`config.mk`:
```
export PLATFORM = sky130hd
export DESIGN_NAME = dxlat_unit
export DESIGN_NICKNAME = d
export VERILOG_FILES = /design/src/rtl/dxlat_pkg.sv /design/src/rtl/dxlat_mode.sv /design/src/rtl/dxlat_check.sv /design/src/rtl/dxlat_unit.sv
export SDC_FILE = /design/constraint.sdc
export NUM_CORES = 1
export LEC_CHECK = 0
export BUFFER_PORTS_ARGS = -buffer_cell sky130_fd_sc_hd__buf_4
export CORE_AREA = 4 4 158 160
export DETAILED_ROUTE_END_ITERATION = 6
export DIE_AREA = 0 0 162 164
export GPL_TIMING_DRIVEN = 0
export PLACE_DENSITY = 0.69
export RECOVER_POWER = 50
export SLEW_MARGIN = 15
export SYNTH_ARGS = -nofsm -noshare
export SYNTH_HDL_FRONTEND = slang
export SYNTH_SLANG_ARGS = --single-unit
export TNS_END_PERCENT = 100
```
`constraint.sdc`:
```
create_clock -name clk -period 2.9 [get_ports clk]
set_clock_uncertainty 0.15 [all_clocks]
set_input_delay 0.435 -clock clk [delete_from_list [all_inputs] [get_ports clk]]
set_output_delay 0.435 -clock clk [all_outputs]
set_load 0.1 [all_outputs]
```
`src/rtl/dxlat_pkg.sv`:
```
package dxlat_pkg;
    typedef enum logic [2:0] {
        FLT_NONE  = 3'd0,
        FLT_ALIGN = 3'd1,
        FLT_ACV   = 3'd2,
        FLT_PAGE  = 3'd3,
        FLT_MISS  = 3'd4,
        FLT_VMISS = 3'd5,
        FLT_MCHK  = 3'd6
    } flt_e;

    localparam int FLAG_W   = 6;
    localparam int OPC_W    = 6;
    localparam int RA_W     = 5;
    localparam int STAT_W   = OPC_W + RA_W + FLAG_W;
    localparam int FB_WR    = 0;
    localparam int FB_ACV   = 1;
    localparam int FB_FONR  = 2;
    localparam int FB_FONW  = 3;
    localparam int FB_BADVA = 4;
    localparam int FB_MISS  = 5;

    localparam int           WIN_HI     = 47;
    localparam int           WIN_LO     = 41;
    localparam logic [6:0]   WIN_TAG    = 7'h7E;
    localparam int           PA_SX_BIT  = 40;
    localparam int           UNC_CLR_LO = 35;
    localparam int           FORM_SHIFT = 3;
endpackage

```
`src/rtl/dxlat_mode.sv`:
```
module dxlat_mode #(
    parameter int MODE_W = 2
) (
    input  logic [MODE_W-1:0] cur_mode,
    input  logic [MODE_W-1:0] alt_mode,
    input  logic              pc_lsb,
    input  logic              use_alt,
    output logic [MODE_W-1:0] eff_mode
);
    always_comb begin
        if (!pc_lsb)      eff_mode = cur_mode;
        else if (use_alt) eff_mode = alt_mode;
        else              eff_mode = '0;
    end
endmodule

```
`src/rtl/dxlat_check.sv`:
```
module dxlat_check
    import dxlat_pkg::*;
#(
    parameter int VA_W     = 64,
    parameter int VA_IMPL  = 43,
    parameter int PA_IMPL  = 44,
    parameter int PG_SHIFT = 13,
    parameter int PPN_W    = 32,
    parameter int MODE_W   = 2
) (
    input  logic [VA_W-1:0]        vaddr,
    input  logic [1:0]             size_log2,
    input  logic                   write,
    input  logic                   phys,
    input  logic                   vpte,
    input  logic [MODE_W-1:0]      mode,
    input  logic                   tlb_hit,
    input  logic [PPN_W-1:0]       tlb_ppn,
    input  logic [(1<<MODE_W)-1:0] tlb_rd_en,
    input  logic [(1<<MODE_W)-1:0] tlb_wr_en,
    input  logic                   tlb_fonr,
    input  logic                   tlb_fonw,
    output flt_e                   fault,
    output logic [FLAG_W-1:0]      flags,
    output logic [VA_W-1:0]        paddr,
    output logic                   uncache,
    output logic                   log_fault
);
    localparam logic [VA_W-1:0] ONE       = VA_W'(1);
    localparam logic [VA_W-1:0] IMPL_MASK = (ONE << PA_IMPL) - ONE;
    localparam logic [VA_W-1:0] LOW_MASK  = (ONE << PA_SX_BIT) - ONE;
    localparam logic [VA_W-1:0] SX_BITS   = IMPL_MASK & ~LOW_MASK;

    logic [VA_W-1:0]         align_mask;
    logic [VA_W-VA_IMPL-1:0] unimpl;
    logic                    canon;
    logic                    win_hit;
    logic [VA_W-1:0]         raw_pa;
    logic [VA_W-1:0]         tlb_pa;

    assign align_mask = (ONE << size_log2) - ONE;
    assign unimpl     = vaddr[VA_W-1:VA_IMPL];
    assign canon      = (&unimpl) || !(|unimpl);
    assign win_hit    = (vaddr[WIN_HI:WIN_LO] == WIN_TAG);
    assign tlb_pa     = (VA_W'(tlb_ppn) << PG_SHIFT) | VA_W'(vaddr[PG_SHIFT-1:0]);

    always_comb begin
        fault   = FLT_NONE;
        flags   = '0;
        raw_pa  = '0;
        paddr   = '0;
        uncache = 1'b0;
        flags[FB_WR] = write;
        if (|(vaddr & align_mask)) begin
            fault = FLT_ALIGN;
        end else if (phys) begin
            raw_pa = vaddr;
        end else if (!canon) begin
            fault            = FLT_PAGE;
            flags[FB_BADVA]  = 1'b1;
            flags[FB_ACV]    = 1'b1;
        end else if (win_hit) begin
            if (mode != '0) begin
                fault         = FLT_ACV;
                flags[FB_ACV] = 1'b1;
            end else begin
                raw_pa = vaddr & IMPL_MASK;
                if (raw_pa[PA_SX_BIT]) raw_pa = raw_pa | SX_BITS;
                else                   raw_pa = raw_pa & LOW_MASK;
            end
        end else if (!tlb_hit) begin
            fault          = vpte ? FLT_VMISS : FLT_MISS;
            flags[FB_MISS] = 1'b1;
        end else begin
            raw_pa = tlb_pa;
            if (write) begin
                if (!tlb_wr_en[mode]) begin
                    fault          = FLT_PAGE;
                    flags[FB_ACV]  = 1'b1;
                    flags[FB_FONW] = tlb_fonw;
                end else if (tlb_fonw) begin
                    fault          = FLT_PAGE;
                    flags[FB_FONW] = 1'b1;
                end
            end else begin
                if (!tlb_rd_en[mode]) begin
                    fault          = FLT_ACV;
                    flags[FB_ACV]  = 1'b1;
                    flags[FB_FONR] = tlb_fonr;
                end else if (tlb_fonr) begin
                    fault          = FLT_PAGE;
                    flags[FB_FONR] = 1'b1;
                end
            end
        end
        if (fault == FLT_NONE) begin
            if (|raw_pa[VA_W-1:PA_IMPL]) begin
                fault = FLT_MCHK;
            end else begin
                paddr = raw_pa;
                if (paddr[PA_IMPL-1]) begin
                    uncache                         = 1'b1;
                    paddr[PA_IMPL-2:UNC_CLR_LO]     = '0;
                end
            end
        end
        log_fault = (fault != FLT_NONE) && (fault != FLT_MCHK);
    end
endmodule

```
`src/rtl/dxlat_unit.sv`:
```
module dxlat_unit
    import dxlat_pkg::*;
#(
    parameter int VA_W     = 64,
    parameter int VA_IMPL  = 43,
    parameter int PA_IMPL  = 44,
    parameter int PG_SHIFT = 13,
    parameter int PPN_W    = 32,
    parameter int MODE_W   = 2
) (
    input  logic                   clk,
    input  logic                   rst_n,
    input  logic                   req_valid,
    input  logic [VA_W-1:0]        req_vaddr,
    input  logic [1:0]             req_size_log2,
    input  logic                   req_write,
    input  logic                   req_phys,
    input  logic                   req_alt,
    input  logic                   req_vpte,
    input  logic                   req_nofault,
    input  logic [MODE_W-1:0]      cur_mode,
    input  logic [MODE_W-1:0]      alt_mode,
    input  logic                   pc_lsb,
    input  logic [OPC_W-1:0]       inst_opcode,
    input  logic [RA_W-1:0]        inst_ra,
    input  logic [VA_W-1:0]        ptbr,
    input  logic                   tlb_hit,
    input  logic [PPN_W-1:0]       tlb_ppn,
    input  logic [(1<<MODE_W)-1:0] tlb_rd_en,
    input  logic [(1<<MODE_W)-1:0] tlb_wr_en,
    input  logic                   tlb_fonr,
    input  logic                   tlb_fonw,
    output logic                   rsp_valid,
    output logic [VA_W-1:0]        rsp_paddr,
    output logic [2:0]             rsp_fault,
    output logic                   rsp_uncache,
    output logic [VA_W-1:0]        flt_va,
    output logic [STAT_W-1:0]      flt_stat,
    output logic [VA_W-1:0]        flt_vaform
);
    localparam int VPN_W = VA_IMPL - PG_SHIFT;

    typedef struct packed {
        logic              vld;
        logic [VA_W-1:0]   pa;
        flt_e              fault;
        logic              unc;
        logic [VA_W-1:0]   fva;
        logic [STAT_W-1:0] stat;
        logic [VA_W-1:0]   form;
    } st_t;

    st_t st_d, st_q;

    logic [MODE_W-1:0] eff_mode;
    flt_e              chk_fault;
    logic [FLAG_W-1:0] chk_flags;
    logic [VA_W-1:0]   chk_pa;
    logic              chk_unc;
    logic              chk_log;
    logic [VPN_W-1:0]  vpn;

    dxlat_mode #(.MODE_W(MODE_W)) u_mode (
        .cur_mode (cur_mode),
        .alt_mode (alt_mode),
        .pc_lsb   (pc_lsb),
        .use_alt  (req_alt),
        .eff_mode (eff_mode)
    );

    dxlat_check #(
        .VA_W(VA_W), .VA_IMPL(VA_IMPL), .PA_IMPL(PA_IMPL),
        .PG_SHIFT(PG_SHIFT), .PPN_W(PPN_W), .MODE_W(MODE_W)
    ) u_check (
        .vaddr     (req_vaddr),
        .size_log2 (req_size_log2),
        .write     (req_write),
        .phys      (req_phys),
        .vpte      (req_vpte),
        .mode      (eff_mode),
        .tlb_hit   (tlb_hit),
        .tlb_ppn   (tlb_ppn),
        .tlb_rd_en (tlb_rd_en),
        .tlb_wr_en (tlb_wr_en),
        .tlb_fonr  (tlb_fonr),
        .tlb_fonw  (tlb_fonw),
        .fault     (chk_fault),
        .flags     (chk_flags),
        .paddr     (chk_pa),
        .uncache   (chk_unc),
        .log_fault (chk_log)
    );

    assign vpn = req_vaddr[VA_IMPL-1:PG_SHIFT];

    always_comb begin
        st_d     = st_q;
        st_d.vld = req_valid;
        if (req_valid) begin
            st_d.pa    = chk_pa;
            st_d.fault = chk_fault;
            st_d.unc   = chk_unc;
            if (chk_log && !req_vpte && !req_nofault) begin
                st_d.fva  = req_vaddr;
                st_d.stat = {inst_opcode, inst_ra, chk_flags};
                st_d.form = ptbr | (VA_W'(vpn) << FORM_SHIFT);
            end
        end
    end

    always_ff @(posedge clk) begin
        if (!rst_n) st_q <= '0;
        else        st_q <= st_d;
    end

    assign rsp_valid   = st_q.vld;
    assign rsp_paddr   = st_q.pa;
    assign rsp_fault   = st_q.fault;
    assign rsp_uncache = st_q.unc;
    assign flt_va      = st_q.fva;
    assign flt_stat    = st_q.stat;
    assign flt_vaform  = st_q.form;

    p_rsp_follows_r1: assert property (@(posedge clk) disable iff (!rst_n)
        req_valid |=> rsp_valid);
    p_idle_quiet_r1: assert property (@(posedge clk) disable iff (!rst_n)
        !req_valid |=> !rsp_valid);
    p_quiet_regs_r9: assert property (@(posedge clk) disable iff (!rst_n)
        (req_valid && (req_vpte || req_nofault)) |=>
            ($stable(flt_va) && $stable(flt_stat) && $stable(flt_vaform)));
    p_pa_in_range_r10: assert property (@(posedge clk) disable iff (!rst_n)
        (rsp_valid && rsp_fault == 3'd0) |-> (rsp_paddr[VA_W-1:PA_IMPL] == '0));
    p_unc_cleared_r11: assert property (@(posedge clk) disable iff (!rst_n)
        rsp_uncache |-> (rsp_paddr[PA_IMPL-1] && rsp_paddr[PA_IMPL-2:UNC_CLR_LO] == '0));
    p_fault_no_pa_r11: assert property (@(posedge clk) disable iff (!rst_n)
        (rsp_valid && rsp_fault != 3'd0) |-> (rsp_paddr == '0 && !rsp_uncache));
    p_align_first_r2: assert property (@(posedge clk) disable iff (!rst_n)
        (req_valid && req_vaddr[0] && req_size_log2 != 2'd0) |=> (rsp_fault == 3'd1));
endmodule

```
Yosys cells after proc, flatten, opt, wreduce, memory -nomap -nowiden
Index checks and enable logic that the tools add are counted.
{"block": "word_totals", "reg_bits": 214, "output_inout_bits": 214, "word_cells": 84}
{"block": "op_classes", "addsub": 1, "n_lt_le_gt_ge": 1, "eq_ne": 2, "shifts": 1, "muxes": 54, "n_bitwise": 3, "n_reduce_logical": 15}
{"op": "$mux 64", "n": 8}
{"op": "$and 64x64->64", "n": 1}
{"op": "$or 64x33->64", "n": 1}
{"op": "$reduce_or 64->1", "n": 1}
{"op": "$shl 1x2->64 const A", "n": 1}
{"op": "$sub 64x1->64 const B", "n": 1}
{"op": "$or 45x13->45", "n": 1}
{"op": "$mux 44", "n": 1}
{"op": "$mux 3", "n": 11}
{"op": "$mux 1", "n": 22}
{"op": "$reduce_and 21->1", "n": 1}
{"op": "$reduce_or 21->1", "n": 1}
{"op": "$reduce_or 20->1", "n": 1}
{"op": "$mux 2", "n": 7}
{"op": "$mux 5", "n": 2}
{"op": "$mux 8", "n": 1}
{"op": "$eq 7x7->1 const B", "n": 1}
{"op": "$bmux 1 s2", "n": 2}
{"op": "$logic_and 1x1->1", "n": 3}
{"op": "$logic_not 1->1", "n": 3}
{"op": "$logic_not 3->1", "n": 1}
{"op": "$lt 2x3->1 const B", "n": 1}
{"op": "$ne 3x3->1 const B", "n": 1}
{"op": "$reduce_bool 3->1", "n": 1}
{"op": "3 further kinds", "n": 3}

Depth between registers and ports, before layout
Gate-level depths: netlist of run 1.
{"block": "logic_depth", "depth_word": 18, "mapped_depth": 12}

Hierarchy
A second synthesis of run 1 with hierarchy kept.
{"block": "hier_totals", "cells_unflattened": 1076, "area_unflattened_um2": 9760.6}
{"mod": "dxlat_unit", "n_inst": 1, "cells_each": 851, "area_each_um2": 8296.7}
{"mod": "dxlat_check", "n_inst": 1, "cells_each": 219, "area_each_um2": 1436.4}
{"mod": "dxlat_mode", "n_inst": 1, "cells_each": 6, "area_each_um2": 27.5}

Worst setup path before layout of run 1
Ideal clock, no wire load.
{"block": "synth_timing", "kind": "input-to-reg", "startpoint": "input req_vaddr[63]", "endpoint": "register st_q (netlist bit flt_stat[1])", "setup_ns": 0.133, "t_arrival_ns": 2.482, "required_time_ns": 2.617, "setup_slack_ns": 0.135, "path_stages": 10, "n_path_buf": 3, "cell_sequence": "or4_4 > nand4b_4 > o2bb2ai_4 > and3b_1 > o311ai_4 > and3_1 > buf_2 > buf_6 > buf_6 > mux2i_1"}
{"block": "synth_between", "elab_chain_cells": 14, "elab_cells_between_ends": 25, "classes_between": "1 x eq/ne; 11 x mux; 1 x bitwise; 12 x reduce/logical"}
{"element": "from (decl)", "line": "dxlat_unit.sv:14", "source": "input logic [VA_W-1:0] req_vaddr,"}
{"element": "$reduce_or 21->1", "line": "dxlat_check.sv:43", "source": "assign canon = (&unimpl) || !(|unimpl);"}
{"element": "$logic_not 1->1", "line": "dxlat_check.sv:43"}
{"element": "$logic_or 1x1->1", "line": "dxlat_check.sv:43"}
{"element": "$mux 64", "line": "dxlat_check.sv:58", "source": "end else if (!canon) begin"}
{"element": "$mux 64", "line": "dxlat_check.sv:56", "source": "end else if (phys) begin"}
{"element": "$mux 64", "line": "dxlat_check.sv:54", "source": "if (|(vaddr & align_mask)) begin"}
{"element": "$reduce_or 20->1", "line": "dxlat_check.sv:97", "source": "if (|raw_pa[VA_W-1:PA_IMPL]) begin"}
{"element": "$mux 3", "line": "dxlat_check.sv:97"}
{"element": "$mux 3", "line": "dxlat_check.sv:96", "source": "if (fault == FLT_NONE) begin"}
{"element": "$ne 3x3->1 / $reduce_bool 3->1 (equally long branches)", "line": "dxlat_check.sv:107", "source": "log_fault = (fault != FLT_NONE) && (fault != FLT_MCHK);"}
{"element": "$logic_and 1x1->1", "line": "dxlat_check.sv:107"}
{"element": "$logic_and 1x1->1 (2 in series)", "line": "dxlat_unit.sv:103", "source": "if (chk_log && !req_vpte && !req_nofault) begin"}
{"element": "$reduce_and 2->1 (no line)"}
{"element": "to (signal assigned)", "line": "dxlat_unit.sv:113", "source": "else st_q <= st_d;"}
{"element": "to (decl)", "line": "dxlat_unit.sv:53", "source": "st_t st_d, st_q;"}
Parallel ways exist; a longest one is shown, timed or not.
A chain may end at the register's enable or synchronous reset.

Worst setup path in the final report of run 1
{"block": "layout_timing", "startpoint": "input req_vaddr[56]", "endpoint": "register st_q (netlist bit flt_stat[1])"}
The elaborated chain is that of the path after synthesis.

==> results.yml, run 1 <==
critical_path:
  r2r_end: "flt_vaform[17]$_SDFFE_PN0P_"
  worstRegToRegCells: 2
  critPathKind: "in2reg"
  path_max_fanout: 10
  rr_startpoint: "flt_vaform[17]$_SDFFE_PN0P_"
  reg2reg_slack_ns: 1.99
  required_ns: 3.13
  crit_path_end_kind: "register"
  arrival_ns: 2.98
  start_kind: "primary input"
min_path:
  min_to: "flt_vaform[63]$_SDFFE_PN0P_"
  holdPathStages: 3
  hp-start: "ptbr[63]"
  min_path_type: "in2reg"
logic_synthesis:
  yosysSeqAreaShare_pct: 49.0
  syn_avg_cell_area_um2: 9.04
  ys_ff_latch: 213
  synth_cell_types: 47
  ys_warn_count: 0
  synth_flop_cell: "dfxtp_1"
  netlist_area_um2: 8710
  synthCells: 963
  async_flop_share_pct: 0
  syn-num-nets: 1162
  synth_edf_count: 0
die:
  core_area_um2: 23400
  die-area_um2: 26600
  start_util_pct: 37.2
  rows: 56
  die_y_um: 164
  io_pins: 411
  dieWidth_um: 162
cts:
  cts_sinks: 213
  cts_tree: "built"
  clock_latency_ns: 0.51
  path_clk_slew_ns: 0.06
  cts_max_path_buffers: 3
  cts_root_buf: "clkbuf_16"
  htree_levels: 1
  cts_buffers: 24
detailed_routing:
  ant_nets: 0
  vias_per_cell: 5.22
  dr.pass1.iters: 7
  post_drt_wl_per_cell_um: 20.8
  wl_um: 36100
  drt_iter0_drc: 786
  vias: 9058
  drcViolationCount: 0
flow_run:
  drv_cap: 0
pwr:
  leakage_nw: 4.93
  peakVddDrop_v: 0.000381
  power_density_nw_per_um2: 599
timing:
  fmax_mhz: 363
  final.min_clock_period_ns: 2.75
  report.final.hold_viol_count: 0
  worst_slew_pin_slew_ns: 1.31
  period_share_pct: 94.9
  relSlewSlack_pct: 13.3
  drv_slew: 0
  setup_viol: 0
global_route:
  overflow: 0
  grt_pass1_vias: 8993
  grt_max_degree: 13
  antenna_found_initial: 0
  grt_pass1_wl_um: 52800
  grt_use_total_pct: 25.4
cells_and_area:
  layout_commonest_cell: "nand2_1"
  final_cell_mix: "nand2_1 (262), clkbuf_1 (248), buf_4 (222)"
  layout.cells.non_filler: 1735
  drive_gt1_share_pct: 20.7
  nets: 1601
  final_util_pct: 52.6
  n_antenna_cell: 0
  synthToLayoutAreaGrowth_pct: 41.4
place:
  dp_hpwl_um: 27700
  dp.cells: 1691
  numPortBuffers: 409
  place.gp.congestion: 0.897
status:
  status: "completed"
synthesized netlist by cell type (2+ instances only):
library cell / number / area (um^2)
nand2_1: 263 / 987
dfxtp_1: 213 / 4260
mux2i_1: 116 / 1160
clkbuf_1: 52 / 195
nor2_1: 37 / 139
a31oi_1: 33 / 206
o21ai_0: 33 / 165
a211oi_1: 31 / 233
a22oi_1: 25 / 188
and3_1: 25 / 156
a22o_1: 18 / 158
buf_2: 10 / 50.1
inv_1: 10 / 37.5
nand4_1: 10 / 62.6
nor3_1: 10 / 50.1
a32o_1: 8 / 80.1
nor4_1: 8 / 50.1
buf_6: 6 / 67.6
nand3_1: 6 / 30.0
buf_1: 5 / 18.8
nand2b_1: 5 / 31.3
a21oi_1: 4 / 20.0
nor2b_1: 3 / 18.8
o311ai_0: 3 / 26.3
o31ai_1: 3 / 22.5
a32oi_1: 2 / 17.5
and2_1: 2 / 12.5
ha_1: 2 / 25.0
nor3b_1: 2 / 15.0
power by group:
part | internal, mW | leakage (nW) | switching [mW]
Sequential | 3.01 | 1.73 | 0.0440
Clock | 1.69 | 0.360 | 1.22
Combinational | 0.365 | 2.84 | 1.04
how the worst max path moves through the flow:
stage / start / end / slack, ns / cells past startpoint
6_report: req_vaddr[56] / flt_stat[1]$_SDFFE_PN0P_ / 0.15 / 11
5_1_grt: req_vaddr[39] / flt_va[17]$_SDFFE_PN0P_ / -0.003 / 11
4_1_cts: req_vaddr[44] / flt_vaform[25]$_SDFFE_PN0P_ / 0.03 / 10
3_5_place_dp: req_vaddr[39] / rsp_paddr[2]$_SDFFE_PN0P_ / -0.99 / 9
3_3_place_gp: req_vaddr[39] / rsp_paddr[6]$_SDFFE_PN0P_ / -0.92 / 9
2_1_floorplan: req_vaddr[63] / flt_stat[1]$_SDFFE_PN0P_ / 0.13 / 10
cell type report:
| class | count | area [um^2] |
|---|---|---|
| timing repair buffer | 414 | 2400 |
| tap | 319 | 399 |
| buffer | 73 | 343 |
| clock buffer | 37 | 721 |
| clock inverter | 3 | 17.5 |
| sequential | 213 | 4260 |
| multi-input combinational | 666 | 4130 |
| inverter | 10 | 37.5 |
| fill | 2378 | 11100 |
per-stage QoR:
stage	hold slack, ns	area (um^2)	setup WS, ns	TNS (ns)	power, mW
global placement	0.288	12200	-0.922	-150.31	4.57
finish	0.0222	12300	0.149	0	7.37
floorplan	0.411	8710	0.135	0	4.05
global route	0.0142	12300	-0.00321	-0.00321	7.61
CTS	0.000975	13000	0.0332	0	7.49
detailed placement	0.294	12200	-0.990	-158.31	4.58
flip-flops by register name, summed over array words and instances (netlist names):
name,flops
flt_vaform,64
rsp_paddr,64
flt_stat,17
rsp_valid,1
rsp_fault,3
flt_va,64
worst max-delay path, stage by stage:
cell	delay, ns
buf_4	0.13
nor4_2	0.39
nand3_2	0.21
o311ai_1	0.33
and3_2	0.30
nand2_2	0.20
and3_1	0.23
clkbuf_4	0.23
buf_6	0.21
buf_6	0.17
mux2i_1	0.12
routing by layer:
| layer | GRT usage [%] | part of all wire, % |
|---|---|---|
| met1 | 30.1 | 39 |
| met2 | 45.2 | 49 |
| met3 | 6.73 | 8.8 |
| met4 | 7.65 | 2.6 |
| met5 | 0 | 0 |
logic make-up (layout without fill, tap and decap cells):
family          count (synthesis)  count (layout)  synth area share [%]
simple gates                  378             378                  18.7
flops                         213             213                  49.0
compound gates                170             170                  14.4
mux                           116             116                  13.3
buf+inv                        84             537                  4.32
fa+ha+maj                       2               2                 0.287
what timing repair did:
| action | CTS | global route |
|---|---|---|
| setup endpoints to repair | 186 | 182 |
| hold buffers | 2 | 0 |
| hold endpoints to repair | 2 | 0 |
| buffers inserted | 3 | 0 |
| resized for setup | 6 | 11 |
| pin swaps | 2 | 0 |
(Power assumes the default switching activity.)
==> run 2: changes to the inputs <==
Settings changed: CORE_AREA 4 4 158 160 to 4 4 159 161, CTS_CLUSTER_DIAMETER set to 30, DIE_AREA 0 0 162 164 to 0 0 163 165, HOLD_SLACK_MARGIN set to 0.15, PLACE_DENSITY 0.69 to 0.65.
Clock period 2.9 ns to 3.35 ns, I/O delays scaled along.
==> run 2 against run 1 <==
Wire length is 6.3% higher. Critical path type unchanged. Largest power group is now clock. Core utilization is 7.4 points higher. Clock power is 55% higher.
==> results.yml, run 2 (same netlist as run 1, synthesis figures left out) <==
detailed_routing:
  vias_per_cell: 5.12
  drt_iter0_drc: 745
  ant_nets: 0
  drcViolationCount: 0
  dr.pass1.iters: 5
  wl_um: 38400
  post_drt_wl_per_cell_um: 20.0
  vias: 9840
critical_path:
  critPathKind: "in2reg"
  r2r_end: "flt_vaform[7]$_SDFFE_PN0P_"
  path_max_fanout: 10
  reg2reg_slack_ns: 2.43
  crit_path_end: "flt_stat[1]$_SDFFE_PN0P_"
  critical-path-top-delay-family: "simple AND/OR/NAND/NOR gates"
  path_buf_inv: 4
  arrival_ns: 3.31
  start_kind: "primary input"
  cp.depth: 11
  crit_start: "req_vaddr[44]"
  worstRegToRegCells: 2
  required_ns: 3.56
  worstPathCellList: "buf_4, nor3_1, nand3_1, o311ai_0, and3_1, o311ai_4, and3_1, buf_2, buf_6, buf_6, mux2i_1"
  rr_startpoint: "flt_vaform[7]$_SDFFE_PN0P_"
  cpPeakStageDelay_ns: 0.42
  crit_path_end_kind: "register"
  critPathSlowestCell: "nor3_1"
cells_and_area:
  layout_commonest_cell: "clkbuf_1"
  nets: 1762
  final_cell_mix: "clkbuf_1 (271), nand2_1 (262), dfxtp_1 (213)"
  final_area_um2: 14400
  drive_gt1_share_pct: 19.0
  fill_cells: 2243
  final_util_pct: 60.0
  n_antenna_cell: 0
  synthToLayoutAreaGrowth_pct: 65.2
global_route:
  grt_pass1_wl_um: 57400
  grt_max_degree: 12
  overflow: 0
  grt_use_total_pct: 27.3
  met2_usage_pct: 49.0
  grt.busiest_layer: "met2"
  grt_use_met1_pct: 30.9
  antenna_found_initial: 0
  grt_pass1_vias: 10100
  use_met3_pct: 8.61
timing:
  rsz0062_at_grt: "false"
  fin_setup_tns_ns: 0
  relSlewSlack_pct: 13.7
  drv_slew: 0
  final.min_clock_period_ns: 3.10
  setup_viol: 0
  report.final.hold_viol_count: 0
  period_share_pct: 92.5
  worst_slew_pin_slew_ns: 1.30
  fmax_mhz: 323
pwr:
  power_density_nw_per_um2: 592
  peakVddDrop_v: 0.000400
  leakage_nw: 5.81
flow_run:
  drv_cap: 0
status:
  status: "completed"
place:
  place.gp.congestion: 0.855
  numPortBuffers: 409
  place_area_um2: 12200
  dp_hpwl_um: 27600
cts:
  cts_tree: "built"
  cts_max_path_buffers: 3
  path_clk_slew_ns: 0.05
  cts_root_buf: "clkbuf_16"
  htree_levels: 2
  clock_latency_ns: 0.52
  cts_buffers: 47
  cts_sinks: 213
min_path:
  min_path_type: "in2reg"
die:
  dieWidth_um: 163
  io_pins: 411
  rows: 57
  core_area_um2: 24000
  die_y_um: 165
  start_util_pct: 36.3
  die-area_um2: 26900
[run 2: cell count changes in the layout (fill, tap and decap cells not counted), moves of 3 or more]
cell and delta:
bufinv_16 +3, dlygate4sd3_1 +138, buf_4 -22, clkbuf_16 +24, clkbuf_2 -4, clkinv_2 +7
clkbuf_1 +23, clkbuf_8 +5, buf_1 +4
[run 2: power by group]
| group | switching [mW] | leakage, nW | internal (mW) |
|---|---|---|---|
| combinational | 0.932 | 3.30 | 0.413 |
| sequential | 0.0389 | 1.73 | 2.62 |
| clock | 1.43 | 0.775 | 3.09 |
[run 2: how the worst min path moves through the flow]
stage	from	end	slack, ns	depth (start not counted)
final	tlb_ppn[3]	rsp_paddr[16]$_SDFFE_PN0P_	0.16	3
after global routing	ptbr[11]	flt_vaform[11]$_SDFFE_PN0P_	0.16	3
after CTS	ptbr[11]	flt_vaform[11]$_SDFFE_PN0P_	0.15	3
after detailed placement	rsp_paddr[23]$_SDFFE_PN0P_	rsp_paddr[23]$_SDFFE_PN0P_	0.29	2
after global placement	rsp_paddr[27]$_SDFFE_PN0P_	rsp_paddr[27]$_SDFFE_PN0P_	0.29	2
after floorplan	req_vaddr[0]	rsp_paddr[0]$_SDFFE_PN0P_	0.48	1
[run 2: final cells by class]
| type | instances | area (um^2) | area share, % |
|---|---|---|---|
| Sequential cell | 213 | 4260 | 29.6 |
| Tap cell | 324 | 405 | 2.82 |
| Inverter | 10 | 37.5 | 0.261 |
| Buffer | 74 | 339 | 2.36 |
| Clock inverter | 18 | 184 | 1.28 |
| Multi-Input combinational cell | 666 | 4080 | 28.3 |
| Timing Repair Buffer | 551 | 3690 | 25.7 |
| Clock buffer | 66 | 1390 | 9.66 |
[run 2: worst reg2reg max path, cell delays in order, from the launching register on]
cell and delay, ns:
dfxtp_1 0.36, a31oi_1 0.06, a211oi_1 0.26
[run 2: what timing repair did]
item,CTS,global route
endpoints found under the hold margin,152,0
resized for setup,0,2
setup endpoints to repair,10,173
setup buffers,0,2
pin swaps,1,1
hold buffers,140,0
[run 2: metal layers]
layer | wire, um | vias up
met5 | 0 | -
met4 | 1130 | 0
met3 | 3410 | 89
met2 | 19000 | 429
met1 | 14800 | 4718
li1 | - | 4604
[run 2: metrics by stage]
stage	setup slack (ns)	power (mW)	instances	hold slack, ns
after floorplan	0.517	3.51	963	0.478
after global placement	-0.514	3.96	1696	0.289
after detailed placement	-0.534	3.96	1696	0.294
after CTS	0.00810	8.62	1920	0.150
after global routing	0.0216	8.78	1922	0.162
final	0.251	8.52	1922	0.160
==> run 3: changes to the inputs <==
Settings changed: CTS_BUF_LIST set to sky130_fd_sc_hd__clkbuf_8, PLACE_DENSITY 0.65 to unset, PLACE_DENSITY_LB_ADDON set to 0.05.
==> run 3 against run 2 <==
Critical path depth is 1 higher. Die area unchanged. Via count down 1.7%. Power down 12%. First-iteration DRC count fell by 18%. Maximum frequency decreased by 3.6%. Sequential cell count is the same. Global-route usage fell by 0.95 points.
==> results.yml, run 3 (same netlist as run 1, synthesis figures left out) <==
pwr:
  power_density_nw_per_um2: 521
  p_total_mw: 7.49
  peakVddDrop_v: 0.000391
  leakage_nw: 5.87
place:
  post-place-ws_ns: -0.467
  dp_hpwl_um: 27000
  numPortBuffers: 409
  dp.cells: 1696
  place.gp.congestion: 0.839
  place_area_um2: 12200
global_route:
  antenna_found_initial: 1
  grt_max_degree: 13
  grt.busiest_layer: "met2"
  grt_pass1_wl_um: 55300
  use_met3_pct: 8.61
  overflow: 0
  met2_usage_pct: 45.8
  grt_use_total_pct: 26.3
  grt_pass1_vias: 9821
  grt_use_met1_pct: 29.6
timing:
  fin_setup_tns_ns: 0
  final.min_clock_period_ns: 3.22
  drv_slew: 0
  period_share_pct: 96.0
  report.final.hold_viol_count: 0
  setup_viol: 0
  fmax_mhz: 311
  setup_ws_ns: 0.134
  relSlewSlack_pct: 14.4
  whs_ns: 0.183
  worst_slew_pin_slew_ns: 1.29
detailed_routing:
  drt_iter0_drc: 613
  vias_per_cell: 4.93
  post_drt_wl_per_cell_um: 19.2
  ant_nets: 0
  vias: 9676
  drcViolationCount: 0
  dr.pass1.iters: 5
  wl_um: 37700
die:
  die_y_um: 165
  die-area_um2: 26900
  core_area_um2: 24000
  rows: 57
  io_pins: 411
  start_util_pct: 36.3
  dieWidth_um: 163
critical_path:
  start_kind: "primary input"
  crit_path_end_kind: "register"
  critPathKind: "in2reg"
  path_max_fanout: 10
  worstRegToRegCells: 2
  required_ns: 3.66
  arrival_ns: 3.53
  reg2reg_slack_ns: 2.44
cts:
  clock_latency_ns: 0.53
  htree_levels: 2
  cts_max_path_buffers: 3
  cts_buffers: 51
  cts_tree: "built"
  cts_sinks: 213
  cts_root_buf: "clkbuf_8"
  path_clk_slew_ns: 0.06
cells_and_area:
  layout.cells.non_filler: 1964
  nets: 1801
  final_util_pct: 60.0
  drive_gt1_share_pct: 19.6
  layout_commonest_cell: "nand2_1"
  final_cell_mix: "nand2_1 (262), clkbuf_1 (254), dfxtp_1 (213)"
  final_area_um2: 14400
  fill_cells: 2361
  synthToLayoutAreaGrowth_pct: 65.2
min_path:
  min_path_type: "in2reg"
  holdPathStages: 3
status:
  status: "completed"
flow_run:
  drv_cap: 0
[run 3: repair_timing]
action	in CTS	in global routing
resized for setup	0	3
endpoints found under the setup margin	0	177
hold buffers	173	0
setup buffers	0	4
hold endpoints to repair	177	0
[run 3: layout make-up]
cell class                      instances  area (um^2)  area share, %
Tap cell                              324          405           2.82
Timing Repair Buffer                  586         4070           28.3
Clock buffer                           66          908           6.31
Clock inverter                         24          272           1.89
Inverter                               10         37.5          0.261
Multi-Input combinational cell        666         4090           28.4
Sequential cell                       213         4260           29.6
Antenna cell                            1         2.50         0.0174
Buffer                                 74          339           2.36
[run 3: layer usage]
layer | up-vias | part of all wire, %
met5 | - | 0
met4 | 0 | 4.1
met3 | 86 | 8.9
met2 | 426 | 49
met1 | 4481 | 38
li1 | 4683 | -
[run 3: path summary, 6_finish.rpt]
path                                   start                    endpoint
hold / removal                 req_vaddr[22]  rsp_paddr[22]$_SDFFE_PN0P_
setup reg to reg  flt_vaform[3]$_SDFFE_PN0P_  flt_vaform[3]$_SDFFE_PN0P_
setup / recovery               req_vaddr[47]     flt_va[20]$_SDFFE_PN0P_
hold reg to reg   rsp_paddr[18]$_SDFFE_PN0P_  rsp_paddr[18]$_SDFFE_PN0P_
[run 3: report_power, final]
group          leakage [nW]  switching [mW]  internal, mW
Clock                 0.636            1.25          2.22
Combinational          3.51           0.931         0.441
Sequential             1.73          0.0404          2.61
[run 3: critical path, stage by stage]
cell and delay, ns:
dlygate4sd3_1 0.55, buf_4 0.16, nand4_1 0.17, nor4_4 0.08
nand2b_1 0.14, buf_1 0.21, o311ai_4 0.51, and3_1 0.22
buf_2 0.31, buf_6 0.25, buf_6 0.21, mux2i_1 0.20
